`src/rtl/pwmt_pkg.sv`:
```
package pwmt_pkg;

  localparam int MODE_W = 3;

  localparam logic [MODE_W-1:0] OCM_HOLD = 3'b000;
  localparam logic [MODE_W-1:0] OCM_PWM1 = 3'b110;
  localparam logic [MODE_W-1:0] OCM_PWM2 = 3'b111;

  // index of each double-buffered value inside the buffer bank
  localparam int BUF_ARR = 0;
  localparam int BUF_CMP = 1;
  localparam int BUF_N   = 2;

  typedef enum logic [1:0] {
    REF_HOLD = 2'd0,
    REF_PWM1 = 2'd1,
    REF_PWM2 = 2'd2
  } ref_sel_t;

  function automatic ref_sel_t decode_mode(input logic [MODE_W-1:0] m);
    ref_sel_t s;
    case (m)
      OCM_PWM1: s = REF_PWM1;
      OCM_PWM2: s = REF_PWM2;
      default:  s = REF_HOLD;
    endcase
    return s;
  endfunction

endpackage

```
`src/rtl/pwmt_dbuf.sv`:
```
// One staged/working register pair. The working copy loads the staged copy
// as it stood before the edge of an update event.
module pwmt_dbuf #(
  parameter int W = 16
) (
  input  logic         clk,
  input  logic         rst,
  input  logic         wr,
  input  logic [W-1:0] wdata,
  input  logic         load,
  output logic [W-1:0] stage_q,
  output logic [W-1:0] work_q
);

  always_ff @(posedge clk) begin
    if (rst) begin
      stage_q <= '0;
      work_q  <= '0;
    end else begin
      if (wr) begin
        stage_q <= wdata;
      end
      if (load) begin
        work_q <= stage_q;
      end
    end
  end

endmodule

```
`src/rtl/pwmt_counter.sv`:
```
// Up/down counter. Produces the update event and its registered pulse.
module pwmt_counter #(
  parameter int W = 16
) (
  input  logic         clk,
  input  logic         rst,
  input  logic         run,
  input  logic         down,
  input  logic         force_upd,
  input  logic [W-1:0] lim_work,
  input  logic [W-1:0] lim_stage,
  output logic [W-1:0] cnt_q,
  output logic         uev,
  output logic         uev_q
);

  logic at_top;
  logic at_bottom;
  logic wrap;

  always_comb begin
    at_top    = (cnt_q >= lim_work);
    at_bottom = (cnt_q == '0);
    wrap      = down ? at_bottom : at_top;
    uev       = force_upd | (run & wrap);
  end

  always_ff @(posedge clk) begin
    if (rst) begin
      cnt_q <= '0;
      uev_q <= 1'b0;
    end else begin
      uev_q <= uev;
      if (force_upd) begin
        cnt_q <= down ? lim_stage : '0;
      end else if (run) begin
        if (down) begin
          cnt_q <= at_bottom ? lim_stage : cnt_q - 1'b1;
        end else begin
          cnt_q <= at_top ? '0 : cnt_q + 1'b1;
        end
      end
    end
  end

endmodule

```
`src/rtl/pwmt_oc_channel.sv`:
```
// Compare logic, reference register, polarity and output gating.
module pwmt_oc_channel
  import pwmt_pkg::*;
#(
  parameter int W = 16
) (
  input  logic              clk,
  input  logic              rst,
  input  logic [W-1:0]      cnt,
  input  logic [W-1:0]      cmp_work,
  input  logic [W-1:0]      lim_work,
  input  logic              down,
  input  logic [MODE_W-1:0] mode,
  input  logic              pol_low,
  input  logic              out_en,
  output logic              ref_q,
  output logic              pin_q
);

  ref_sel_t sel;
  logic     cmp_above_lim;
  logic     mode1_val;
  logic     ref_next;

  always_comb begin
    sel           = decode_mode(mode);
    cmp_above_lim = (cmp_work > lim_work);
    if (cmp_above_lim) begin
      mode1_val = 1'b1;
    end else if (down) begin
      mode1_val = (cnt <= cmp_work);
    end else if (cmp_work == '0) begin
      mode1_val = 1'b0;
    end else begin
      mode1_val = (cnt < cmp_work);
    end
    case (sel)
      REF_PWM1: ref_next = mode1_val;
      REF_PWM2: ref_next = ~mode1_val;
      default:  ref_next = ref_q;
    endcase
  end

  always_ff @(posedge clk) begin
    if (rst) begin
      ref_q <= 1'b0;
      pin_q <= 1'b0;
    end else begin
      ref_q <= ref_next;
      pin_q <= out_en ? (ref_next ^ pol_low) : pol_low;
    end
  end

endmodule

```
`src/rtl/pwm_compare_timer.sv`:
```
module pwm_compare_timer
  import pwmt_pkg::*;
#(
  parameter int CNT_W = 16
) (
  input  logic              clk,
  input  logic              rst,
  input  logic              cnt_en,
  input  logic              dir_down,
  input  logic              ug_strobe,
  input  logic              arr_wr,
  input  logic [CNT_W-1:0]  arr_wdata,
  input  logic              cmp_wr,
  input  logic [CNT_W-1:0]  cmp_wdata,
  input  logic [MODE_W-1:0] oc_mode,
  input  logic              pol_low,
  input  logic              out_en,
  output logic [CNT_W-1:0]  cnt_q,
  output logic              upd_evt,
  output logic              pwm_ref,
  output logic              pwm_out
);

  logic                 uev;
  logic [BUF_N-1:0]     buf_wr;
  logic [CNT_W-1:0]     buf_wdata [BUF_N];
  logic [CNT_W-1:0]     buf_stage [BUF_N];
  logic [CNT_W-1:0]     buf_work  [BUF_N];
  logic [CNT_W-1:0]     arr_pre, arr_sh, cmp_pre, cmp_sh;

  always_comb begin
    buf_wr[BUF_ARR]    = arr_wr;
    buf_wr[BUF_CMP]    = cmp_wr;
    buf_wdata[BUF_ARR] = arr_wdata;
    buf_wdata[BUF_CMP] = cmp_wdata;
    arr_pre            = buf_stage[BUF_ARR];
    arr_sh             = buf_work[BUF_ARR];
    cmp_pre            = buf_stage[BUF_CMP];
    cmp_sh             = buf_work[BUF_CMP];
  end

  for (genvar i = 0; i < BUF_N; i++) begin : g_buf
    pwmt_dbuf #(.W(CNT_W)) u_dbuf (
      .clk     (clk),
      .rst     (rst),
      .wr      (buf_wr[i]),
      .wdata   (buf_wdata[i]),
      .load    (uev),
      .stage_q (buf_stage[i]),
      .work_q  (buf_work[i])
    );
  end

  pwmt_counter #(.W(CNT_W)) u_cnt (
    .clk       (clk),
    .rst       (rst),
    .run       (cnt_en),
    .down      (dir_down),
    .force_upd (ug_strobe),
    .lim_work  (arr_sh),
    .lim_stage (arr_pre),
    .cnt_q     (cnt_q),
    .uev       (uev),
    .uev_q     (upd_evt)
  );

  pwmt_oc_channel #(.W(CNT_W)) u_oc (
    .clk      (clk),
    .rst      (rst),
    .cnt      (cnt_q),
    .cmp_work (cmp_sh),
    .lim_work (arr_sh),
    .down     (dir_down),
    .mode     (oc_mode),
    .pol_low  (pol_low),
    .out_en   (out_en),
    .ref_q    (pwm_ref),
    .pin_q    (pwm_out)
  );

endmodule

```
`config.mk`:
```
export PLATFORM = sky130hd
export DESIGN_NAME = pwm_compare_timer
export DESIGN_NICKNAME = d
export VERILOG_FILES = /design/src/rtl/pwmt_pkg.sv /design/src/rtl/pwmt_dbuf.sv /design/src/rtl/pwmt_counter.sv /design/src/rtl/pwmt_oc_channel.sv /design/src/rtl/pwm_compare_timer.sv
export SDC_FILE = /design/constraint.sdc
export NUM_CORES = 1
export LEC_CHECK = 0
export ABC_AREA = 1
export ABC_CLOCK_PERIOD_IN_PS = 4370
export BUFFER_PORTS_ARGS = -buffer_cell sky130_fd_sc_hd__buf_2
export CORE_MARGIN = 2
export CORE_UTILIZATION = 48
export CTS_CLUSTER_DIAMETER = 30
export CTS_CLUSTER_SIZE = 14
export DETAILED_ROUTE_END_ITERATION = 8
export PLACE_DENSITY = 0.67
export SYNTH_ARGS = -nofsm -noshare
export SYNTH_HDL_FRONTEND = slang
export SYNTH_HIERARCHICAL = 1
export SYNTH_SLANG_ARGS = --single-unit
```
`constraint.sdc`:
```
create_clock -name clk -period 4.37 [get_ports clk]
set_clock_uncertainty 0.1 [all_clocks]
set_input_delay 1.0925 -clock clk [delete_from_list [all_inputs] [get_ports clk]]
set_output_delay 1.0925 -clock clk [all_outputs]
set_load 0.03 [all_outputs]
```
==> run metrics, run 1 <==
length in cells of the worst reg-to-reg path=11; crit path from=dir_down; Net Count, Synth=~1100; sequential share of the synthesized area=a little over a quarter; status=complete, no violations; Placer Congestion=slightly above 0.9; final setup margin=around 1.5 ns; core box area=about 13000 um^2; min Tclk post-route=just under 3 ns; Vias=5998; vias in the first global route=5349; hold path start=g_buf[1].u_dbuf/stage_q[5]; hold_ws=about 0.37 ns; CTS tree=built; first-pass detailed-route iteration total=5; # fillers=about 1400; ant diodes=0; WL/cell=approximately 12 um; Slew Limit Fails=0; CP endpoint=g_buf[0].u_dbuf/work_q[1]; fraction of registers with async set or reset after synthesis=0%; synthesis-to-layout area growth=8.92%; Cell variety after synth=35; launch point of the worst reg-to-reg path=u_cnt/cnt_q[11]; largest net degree at the start of global routing=65; Fin. Hold Viols=0; first-pass GRT wire length=~26000 um; io pins=63; post-CTS sizing=0; Detail Route met3 WL=757 um; setup violators final=0; Final HPWL DP=approximately 12000 um; # DRC=0; met1 wire length=~7600 um; Post-synth EDFFs=0; root buffer cell=clkbuf_16; # clock sinks=83; initial antenna violation count=0; RSZ-0062 raised after global routing=no; max-cap viol count=0; Max rail drop VDD=about 0.23 mV; htree depth=3; Worst slew margin=a little under a third; ANT nets after route=0; share of cells above drive strength 1=11.8%; largest fanout on the critical path=64; Setup CP Type=in2reg; Final Core Density=roughly 54%; Gate Count Post-Synth=approximately 1000; #FFs+latches synth=a little over 80; Ys Warns=6; initial DRC count=approximately 400; Cells after DPL=approximately 1200; Required @ worst endpoint=approximately 4.6 ns; die extent in y=~120 um; clk slew on worst S/H paths=0.06 ns; Setup Buffers After CTS=0; synthesized area=between 6000 and 7000 um^2; crit share post-route=about two thirds; max layer used=met4; TritonCTS buffer count=9; die area=between 10000 and 15000 um^2; R2R Path End=g_buf[0].u_dbuf/work_q[1]; row count=41; flop-to-flop setup slack=1.48 ns; Crit. End Element=flip-flop; Worst Tran Pin Value=about 1.0 ns; CP Launch Type=primary input; pre-CTS setup slack=1.15 ns; Critical Path AT=around 3.1 ns; cts hold-fix bufs=0; Finished Layout Cells=1252; Final nets=between 1000 and 1500; multi-input logic area=3640 um^2; worst hold path class=reg2reg; CTS max path bufs=2; fmax=0.343 GHz; initial core utilization=around half; final WL=15300 um; vias per cell=~4.8; DR WL met2=roughly 6700 um; GR Util All Layers=between 20% and 30%; Syn Area/Cell=slightly above 6 um^2; Buffers on Ports=62; P_leak=between 3 and 4 nW; post-route setup TNS=0 ns; Die Wd=119 um; register area=about 1700 um^2; pwr/cell area=~350 nW/um^2; grt ovf=0; worst-skew pair later-pin latency=0.34 ns; Post-synth top flop=dfxtp_1; Hold Path Depth=2
==> worst max-delay path: stages <==
cell	delay (ns)
buf_2	0.26
nor2_1	0.14
nand2_1	0.05
o21bai_1	0.19
a21oi_4	0.41
nand2_1	0.10
nand3_1	0.13
nand2_2	0.05
buf_4	0.31
nand2_1	0.15
nand2_1	0.06
nor2_1	0.12
==> logic make-up (layout without fill, tap and decap cells) <==
logic type      count (synthesis)  count (layout)  synth area share (%)
simple gates                  569             569                  37.6
buf+inv                       229             276                  16.2
xor+xnor                        9               9                  1.25
flops                          83              83                  26.3
compound gates                 90              90                  8.23
fa+ha+maj                      53              53                  10.5
==> layout make-up <==
cell class / instances / area share [%]
Inverter: 192 / 10.5
Multi-Input combinational cell: 721 / 52.9
Timing Repair Buffer: 68 / 5.16
Sequential cell: 83 / 24.1
Clock inverter: 4 / 0.708
Tap cell: 172 / 3.12
Clock buffer: 12 / 3.58
==> synthesized netlist by cell type, types with 2 or more instances <==
cell type | n | share of area (%)
nor3_1 | 5 | 0.40
o21bai_1 | 2 | 0.24
nand2_1 | 300 | 18
nor2_4 | 7 | 1.2
inv_2 | 8 | 0.47
inv_1 | 183 | 11
nor2_1 | 163 | 9.7
o21ai_1 | 4 | 0.32
ha_1 | 53 | 10
o21ai_0 | 35 | 2.8
clkbuf_1 | 5 | 0.30
nand2_2 | 5 | 0.49
nor3_2 | 2 | 0.32
nand3_2 | 2 | 0.32
xor2_1 | 8 | 1.1
nand4_1 | 10 | 0.99
nor4_1 | 3 | 0.30
o211ai_1 | 6 | 0.71
buf_2 | 12 | 0.95
dfxtp_1 | 83 | 26
nor2_2 | 8 | 0.79
nand3_1 | 60 | 4.7
a21oi_2 | 8 | 1.1
buf_6 | 20 | 3.6
a21oi_1 | 31 | 2.5
==> metal layers <==
metal,global-route usage (%),vias to the layer above
li1,-,3231
met1,31.8,2615
met2,35.6,134
met3,3.43,18
met4,6.55,0
met5,0,-
==> sequential cells by signal, summed over array words and instances, names as in the netlist <==
signal,count
g_buf.u_dbuf/stage_q,32
g_buf.u_dbuf/work_q,32
u_cnt/cnt_q,16
u_cnt/uev_q,1
u_oc/pin_q,1
u_oc/ref_q,1
==> stage by stage <==
stage | instance area [um^2] | power [W]
after CTS | 6890 | 0.00242
after detailed placement | 6600 | 0.00166
after floorplan | 6330 | 0.00150
final | 6890 | 0.00241
after global placement | 6600 | 0.00165
after global routing | 6890 | 0.00258
==> report_power, final <==
part	leakage, nW	total (W)	switching (W)	internal (W)
logic	2.90	0.000743	0.000472	0.000271
clock network	0.147	0.000756	0.000297	0.000459
registers	0.688	0.000908	0.0000875	0.000821
==> placed cells by master (no fill, tap or decap), drive strengths merged, types with 2 or more instances in the layout <==
master | synthesis | layout
a21oi | 40 | 40
buf | 32 | 68
clkbuf | 5 | 12
clkinv | 1 | 3
dfxtp | 83 | 83
ha | 53 | 53
inv | 191 | 192
nand2 | 305 | 305
nand3 | 62 | 62
nand4 | 11 | 11
nor2 | 178 | 178
nor3 | 7 | 7
nor4 | 3 | 3
o211ai | 6 | 6
o21a | 2 | 2
o21ai | 39 | 39
o21bai | 2 | 2
xor2 | 8 | 8
==> how the worst min path moves through the flow <==
stage / endpoint
2_1_floorplan: g_buf[1].u_dbuf/stage_q[0]
3_3_place_gp: g_buf[1].u_dbuf/stage_q[9]
3_5_place_dp: g_buf[1].u_dbuf/stage_q[9]
4_1_cts: g_buf[1].u_dbuf/stage_q[1]
5_1_grt: g_buf[1].u_dbuf/stage_q[10]
6_report: g_buf[1].u_dbuf/stage_q[5]
Note: power is estimated with default switching activity, not from simulation.
==> run 2: changes to the inputs <==
- ABC_CLOCK_PERIOD_IN_PS: 4370 -> 2400
- PLACE_DENSITY: 0.67 -> 0.7
- clock period: 4.37 -> 2.4 ns (I/O delays scaled with it)
==> run metrics, run 2 (synthesis results as in run 1) <==
Max rail drop VDD=0.464 mV (was 0.234 mV); ant diodes=0 (unchanged); setup violators final=0 (unchanged); biggest regs=g_buf.u_dbuf/stage_q: 32 flops, g_buf.u_dbuf/work_q: 32 flops, u_cnt/cnt_q: 16 flops (unchanged); clk slew on worst S/H paths=0.06 ns (about the same); max-cap viol count=0 (unchanged); Worst slew margin=65.3% (was 32.0%); hold path start=g_buf[1].u_dbuf/stage_q[4] (was g_buf[1].u_dbuf/stage_q[5]); first-pass detailed-route iteration total=5 (unchanged); row count=41 (unchanged); worst-skew pair later-pin latency=0.34 ns (about the same); initial core utilization=49.7% (unchanged); Buffers on Ports=62 (unchanged); root buffer cell=clkbuf_16 (unchanged); pwr/cell area=634 nW/um^2 (was 349 nW/um^2); post-route setup TNS=0 ns (unchanged); Required @ worst endpoint=2.54 ns (was 4.55 ns); # DRC=0 (unchanged); Fin. Hold Viols=0 (unchanged); Crit. End Element=flip-flop (unchanged); flop-to-flop setup slack=0.19 ns (was 1.48 ns); vias per cell=4.82 (was 4.79); Worst Tran Pin Value=0.520 ns (was 1.02 ns); Critical Path AT=2.35 ns (was 3.09 ns); post-CTS sizing=0 (unchanged); Final HPWL DP=11800 um (was 11600 um); crit path max-delay cell type=dfxtp_1 (was a21oi_4); Vias=6128 (was 5998); worst-path cell chain=inv_1 -> ha_1 -> nand2_1 -> nor4_2 -> nand2_1 -> nand2_1 -> nand3_1 -> nand2_4 -> buf_12 -> nand2_1 -> nand2_1 -> nor2_1 (was buf_2 -> nor2_1 -> nand2_1 -> o21bai_1 -> a21oi_4 -> nand2_1 -> nand3_1 -> nand2_2 -> buf_4 -> nand2_1 -> nand2_1 -> nor2_1); Finished Layout Cells=1272 (was 1252); die area=14100 um^2 (unchanged); CTS tree=built (unchanged); CTS max path bufs=2 (unchanged); Final nets=1192 (was 1172); share of cells above drive strength 1=14.3% (was 11.8%); synthesis-to-layout area growth=12.2% (was 8.92%); R2R Path End=g_buf[1].u_dbuf/work_q[1] (was g_buf[0].u_dbuf/work_q[1]); # clock sinks=83 (unchanged); Placer Congestion=0.898 (was 0.908); Cells after DPL=1256 (was 1236); Setup Buffers After CTS=0 (unchanged); most common cell after layout, fill and taps aside=nand2_1 (unchanged); core box area=12700 um^2 (unchanged); vias in the first global route=5606 (was 5349); CP Launch Type=flip-flop (was primary input); TritonCTS buffer count=9 (unchanged); WL/cell=12.2 um (was 12.3 um); Worst path max stage delay=0.35 ns (was 0.41 ns); crit share post-route=92.2%; grt ovf=0 (unchanged); initial DRC count=283 (was 403); Slew Limit Fails=0 (unchanged); Setup CP Type=reg2reg (was in2reg); status=complete, no violations (unchanged); Hold Path Depth=2 (unchanged); first-pass GRT wire length=26000 um (was 25900 um); fmax=0.452 GHz; commonest non-fill, non-tap cells in the layout=nand2_1 (299), inv_1 (183), nor2_1 (163), dfxtp_1 (76), buf_2 (62) (was nand2_1 (299), inv_1 (183), nor2_1 (163), dfxtp_1 (83), buf_2 (62)); WHS Endpoint=g_buf[1].u_dbuf/stage_q[4] (was g_buf[1].u_dbuf/stage_q[5]); GR Util All Layers=22.7% (was 22.6%); launch point of the worst reg-to-reg path=g_buf[0].u_dbuf/work_q[15] (was u_cnt/cnt_q[11]); worst hold path class=reg2reg (unchanged); largest net degree at the start of global routing=33 (was 65); initial antenna violation count=0 (unchanged); CP dominant cell by count=nand2_1 (unchanged); ANT nets after route=0 (unchanged); htree depth=3 (unchanged); largest fanout on the critical path=29 (was 64); min Tclk post-route=2.21 ns; P_leak=3.85 nW (was 3.73 nW); cts hold-fix bufs=0 (unchanged); length in cells of the worst reg-to-reg path=12 (was 11); die extent in y=119 um (unchanged); Die Wd=119 um (unchanged); io pins=63 (unchanged); final WL=15500 um (was 15300 um)
run 2: changes by cell type in the layout (fill, tap and decap cells not counted), moves of 2 or more:
cell / before / now
buf_12: 0 / 2
buf_4: 6 / 24
clkbuf_1: 2 / 0
clkinv_2: 2 / 0
clkinv_4: 0 / 3
dfxtp_1: 83 / 76
dfxtp_2: 0 / 7
run 2: worst max-delay path, delay by kind of cell, from the launching register on:
family                     cells  cell delay (ns)
DFF                            1             0.35
and+or+nand+nor                9             1.14
adders and majority gates      1             0.28
buffers and inverters          2             0.24
run 2: area by class of cell:
cell class                      instances  area, um^2
Multi-Input combinational cell        721        3650
Tap cell                              172         215
Timing Repair Buffer                   88         531
Sequential cell                        83        1670
Clock inverter                          7        85.1
Clock buffer                            9         225
Inverter                              192         721
Fill cell                            1327        5620
run 2: worst max-delay path by stage:
stage	from	to	cells past startpoint
after detailed placement	dir_down	u_oc/pin_q	12
final	g_buf[0].u_dbuf/work_q[15]	g_buf[1].u_dbuf/work_q[1]	12
after global routing	g_buf[0].u_dbuf/work_q[15]	g_buf[1].u_dbuf/work_q[3]	12
after global placement	dir_down	u_oc/pin_q	12
after CTS	g_buf[0].u_dbuf/work_q[15]	g_buf[1].u_dbuf/work_q[1]	12
after floorplan	u_cnt/cnt_q[0]	g_buf[1].u_dbuf/work_q[11]	16
run 2: where the power goes:
group / switching [W] / internal, W / leakage (nW)
combinational: 0.000932 / 0.000543 / 3.01
clock: 0.000599 / 0.000826 / 0.153
sequential: 0.000105 / 0.00150 / 0.690
total: 0.00164 / 0.00286 / 3.85
run 2: metal layers:
layer / part of all wire, % / GRT usage (%)
met5: 0 / 0
met4: 1.4 / 6.47
met1: 47 / 30.1
met3: 5.0 / 4.44
met2: 46 / 37.4
run 2: metrics by stage:
stage | util (%) | area (um^2) | setup slack [ns] | power (W) | hold WS [ns]
floorplan | - | 6340 | 0.0438 | 0.00273 | 0.349
global placement | 53.3 | 6780 | 0.218 | 0.00305 | 0.360
detailed placement | 53.3 | 6780 | 0.209 | 0.00308 | 0.363
CTS | 55.7 | 7090 | 0.197 | 0.00452 | 0.372
global route | 55.8 | 7100 | -0.0398 | 0.00482 | 0.399
finish | 55.8 | 7100 | 0.187 | 0.00450 | 0.371
==> run 3: changes to the inputs <==
==> constraint.sdc (replaced) <==
create_clock -name clk -period 2.4 [get_ports clk]
set_clock_uncertainty 0.1 [all_clocks]
set_input_delay 0 -clock clk [delete_from_list [all_inputs] [get_ports clk]]
set_output_delay 0 -clock clk [all_outputs]
set_load 0.03 [all_outputs]
==> run metrics, run 3 (synthesis results as in run 1) <==
status=complete, no violations (unchanged); first-pass detailed-route iteration total=5 (unchanged); Final nets=1229 (was 1192); pwr/cell area=641 nW/um^2 (was 634 nW/um^2); commonest non-fill, non-tap cells in the layout=nand2_1 (299), inv_1 (183), nor2_1 (163), dfxtp_1 (76), buf_2 (62) (unchanged); crit share post-route=91.7% (was 92.2%); ANT nets after route=0 (unchanged); CP Launch Type=flip-flop (unchanged); core box area=12700 um^2 (unchanged); initial core utilization=49.7% (unchanged); cell depth of the worst setup path=15 (was 12); Setup Buffers After CTS=0 (unchanged); CP dominant cell by count=nand2_1 (unchanged); Worst path max stage delay=0.32 ns (was 0.35 ns); hold_ws=0.0663 ns (was 0.371 ns); max-cap viol count=0 (unchanged); grt ovf=0 (unchanged); Buffers on Ports=62 (unchanged); top cell family by delay on the critical path=simple AND/OR/NAND/NOR gates (unchanged); biggest regs=g_buf.u_dbuf/stage_q: 32 flops, g_buf.u_dbuf/work_q: 32 flops, u_cnt/cnt_q: 16 flops (unchanged); final WL=16500 um (was 15500 um); length in cells of the worst reg-to-reg path=15 (was 12); vias in the first global route=5854 (was 5606); share of cells above drive strength 1=13.8% (was 14.3%); Required @ worst endpoint=2.53 ns (was 2.54 ns); Worst slew margin=65.2% (was 65.3%); launch point of the worst reg-to-reg path=u_cnt/cnt_q[0] (was g_buf[0].u_dbuf/work_q[15]); CTS tree=built (unchanged); io pins=63 (unchanged); WL/cell=12.6 um (was 12.2 um); clk slew on worst S/H paths=0.06 ns (about the same); root buffer cell=clkbuf_16 (unchanged); first-pass GRT wire length=27400 um (was 26000 um); Die Wd=119 um (unchanged); initial antenna violation count=0 (unchanged); Worst Tran Pin Value=0.522 ns (was 0.520 ns); vias per cell=4.83 (was 4.82); synthesis-to-layout area growth=18.9% (was 12.2%); RSZ-0062 raised after global routing=no; Setup CP Type=reg2reg (unchanged); # DRC=0 (unchanged); Placer Congestion=0.906 (was 0.898); P_leak=4.04 nW (was 3.85 nW); crit path max-delay cell type=dfxtp_2 (was dfxtp_1); Slew Limit Fails=0 (unchanged); Crit. End Element=flip-flop (unchanged); CTS max path bufs=2 (unchanged); htree depth=3 (unchanged); worst-path cell chain=inv_1 -> ha_1 -> nand2_1 -> nor2_1 -> nor2_1 -> nand2_1 -> nand2_1 -> nand2_1 -> nand2_1 -> nand2_1 -> nand3_1 -> nand2_2 -> clkbuf_16 -> nor2_1 -> nor2_1 (was inv_1 -> ha_1 -> nand2_1 -> nor4_2 -> nand2_1 -> nand2_1 -> nand3_1 -> nand2_4 -> buf_12 -> nand2_1 -> nand2_1 -> nor2_1); die extent in y=119 um (unchanged); Final HPWL DP=11600 um (was 11800 um); fmax=0.455 GHz (was 0.452 GHz); die area=14100 um^2 (unchanged); Critical Path AT=2.33 ns (was 2.35 ns); GR Util All Layers=23.7% (was 22.7%); worst-skew pair later-pin latency=0.34 ns (about the same); WP buf/inv=2 (unchanged); crit path from=u_cnt/cnt_q[0] (was g_buf[0].u_dbuf/work_q[15]); worst hold path class=in2reg (was reg2reg); # clock sinks=83 (unchanged); initial DRC count=328 (was 283); Vias=6321 (was 6128); largest fanout on the critical path=32 (was 29); setup violators final=0 (unchanged); ant diodes=0 (unchanged); largest net degree at the start of global routing=65 (was 33); Max rail drop VDD=0.429 mV (was 0.464 mV); most common cell after layout, fill and taps aside=nand2_1 (unchanged); hold path start=arr_wr (was g_buf[1].u_dbuf/stage_q[4]); TritonCTS buffer count=9 (unchanged); min Tclk post-route=2.20 ns (was 2.21 ns); Hold Path Depth=3 (was 2); row count=41 (unchanged); Fin. Hold Viols=0 (unchanged); post-route setup TNS=0 ns (unchanged)
run 3: cell types whose count changed in the layout (fill, tap and decap cells not counted), sizes merged:
cell	before	now
inv	194	192
bufinv	1	4
clkbuf	9	10
clkinv	4	3
buf	88	87
dlygate4sd3	0	37
run 3: area by class of cell:
| type | instances | area (um^2) |
|---|---|---|
| clock buffers | 9 | 225 |
| clock inverters | 7 | 139 |
| fillers | 1286 | 5200 |
| inverters | 192 | 721 |
| multi-input cells | 721 | 3650 |
| flip-flops and latches | 83 | 1670 |
| well taps | 172 | 215 |
| repair buffers | 125 | 906 |
run 3: where the power goes:
part | switching (W) | internal (W) | leakage (nW)
sequential | 0.000119 | 0.00150 | 0.690
combinational | 0.000941 | 0.000584 | 3.17
clock | 0.000564 | 0.00112 | 0.180
run 3: layer usage:
metal / track usage [%] / wire length, um / vias up
li1: - / - / 3331
met1: 31.2 / 7840 / 2850
met2: 40.9 / 7720 / 134
met3: 4.01 / 809 / 6
met4: 4.54 / 116 / 0
met5: 0 / 0 / -
run 3: what timing repair did:
action,CTS,global route
hold endpoints to repair,41,0
resized for setup,0,1
hold buffers,37,0
endpoints found under the setup margin,0,32
run 3: stage by stage:
stage	power [W]	setup WS [ns]	cell area, um^2	std cells	util (%)
detailed placement	0.00307	0.262	6760	1255	53.1
finish	0.00483	0.200	7520	1309	59.1
floorplan	0.00273	0.0438	6340	1033	-
global placement	0.00305	0.278	6760	1255	53.1
global route	0.00516	0.00951	7520	1309	59.1
CTS	0.00482	0.231	7490	1308	58.9
run 3: worst reg2reg max path: cells and delay by family (launching register included):
family / cells / cell delay [ns]
adder cells (fa/ha/maj): 1 / 0.28
buffers and inverters: 2 / 0.41
flip-flops: 1 / 0.32
AND/OR/NAND/NOR: 12 / 0.98
run 3: final timing paths:
path                                 end  slack (ns)
min reg2reg   g_buf[1].u_dbuf/stage_q[0]        0.37
max           g_buf[0].u_dbuf/work_q[14]        0.20
min          g_buf[0].u_dbuf/stage_q[13]        0.07
max reg2reg   g_buf[0].u_dbuf/work_q[14]        0.20
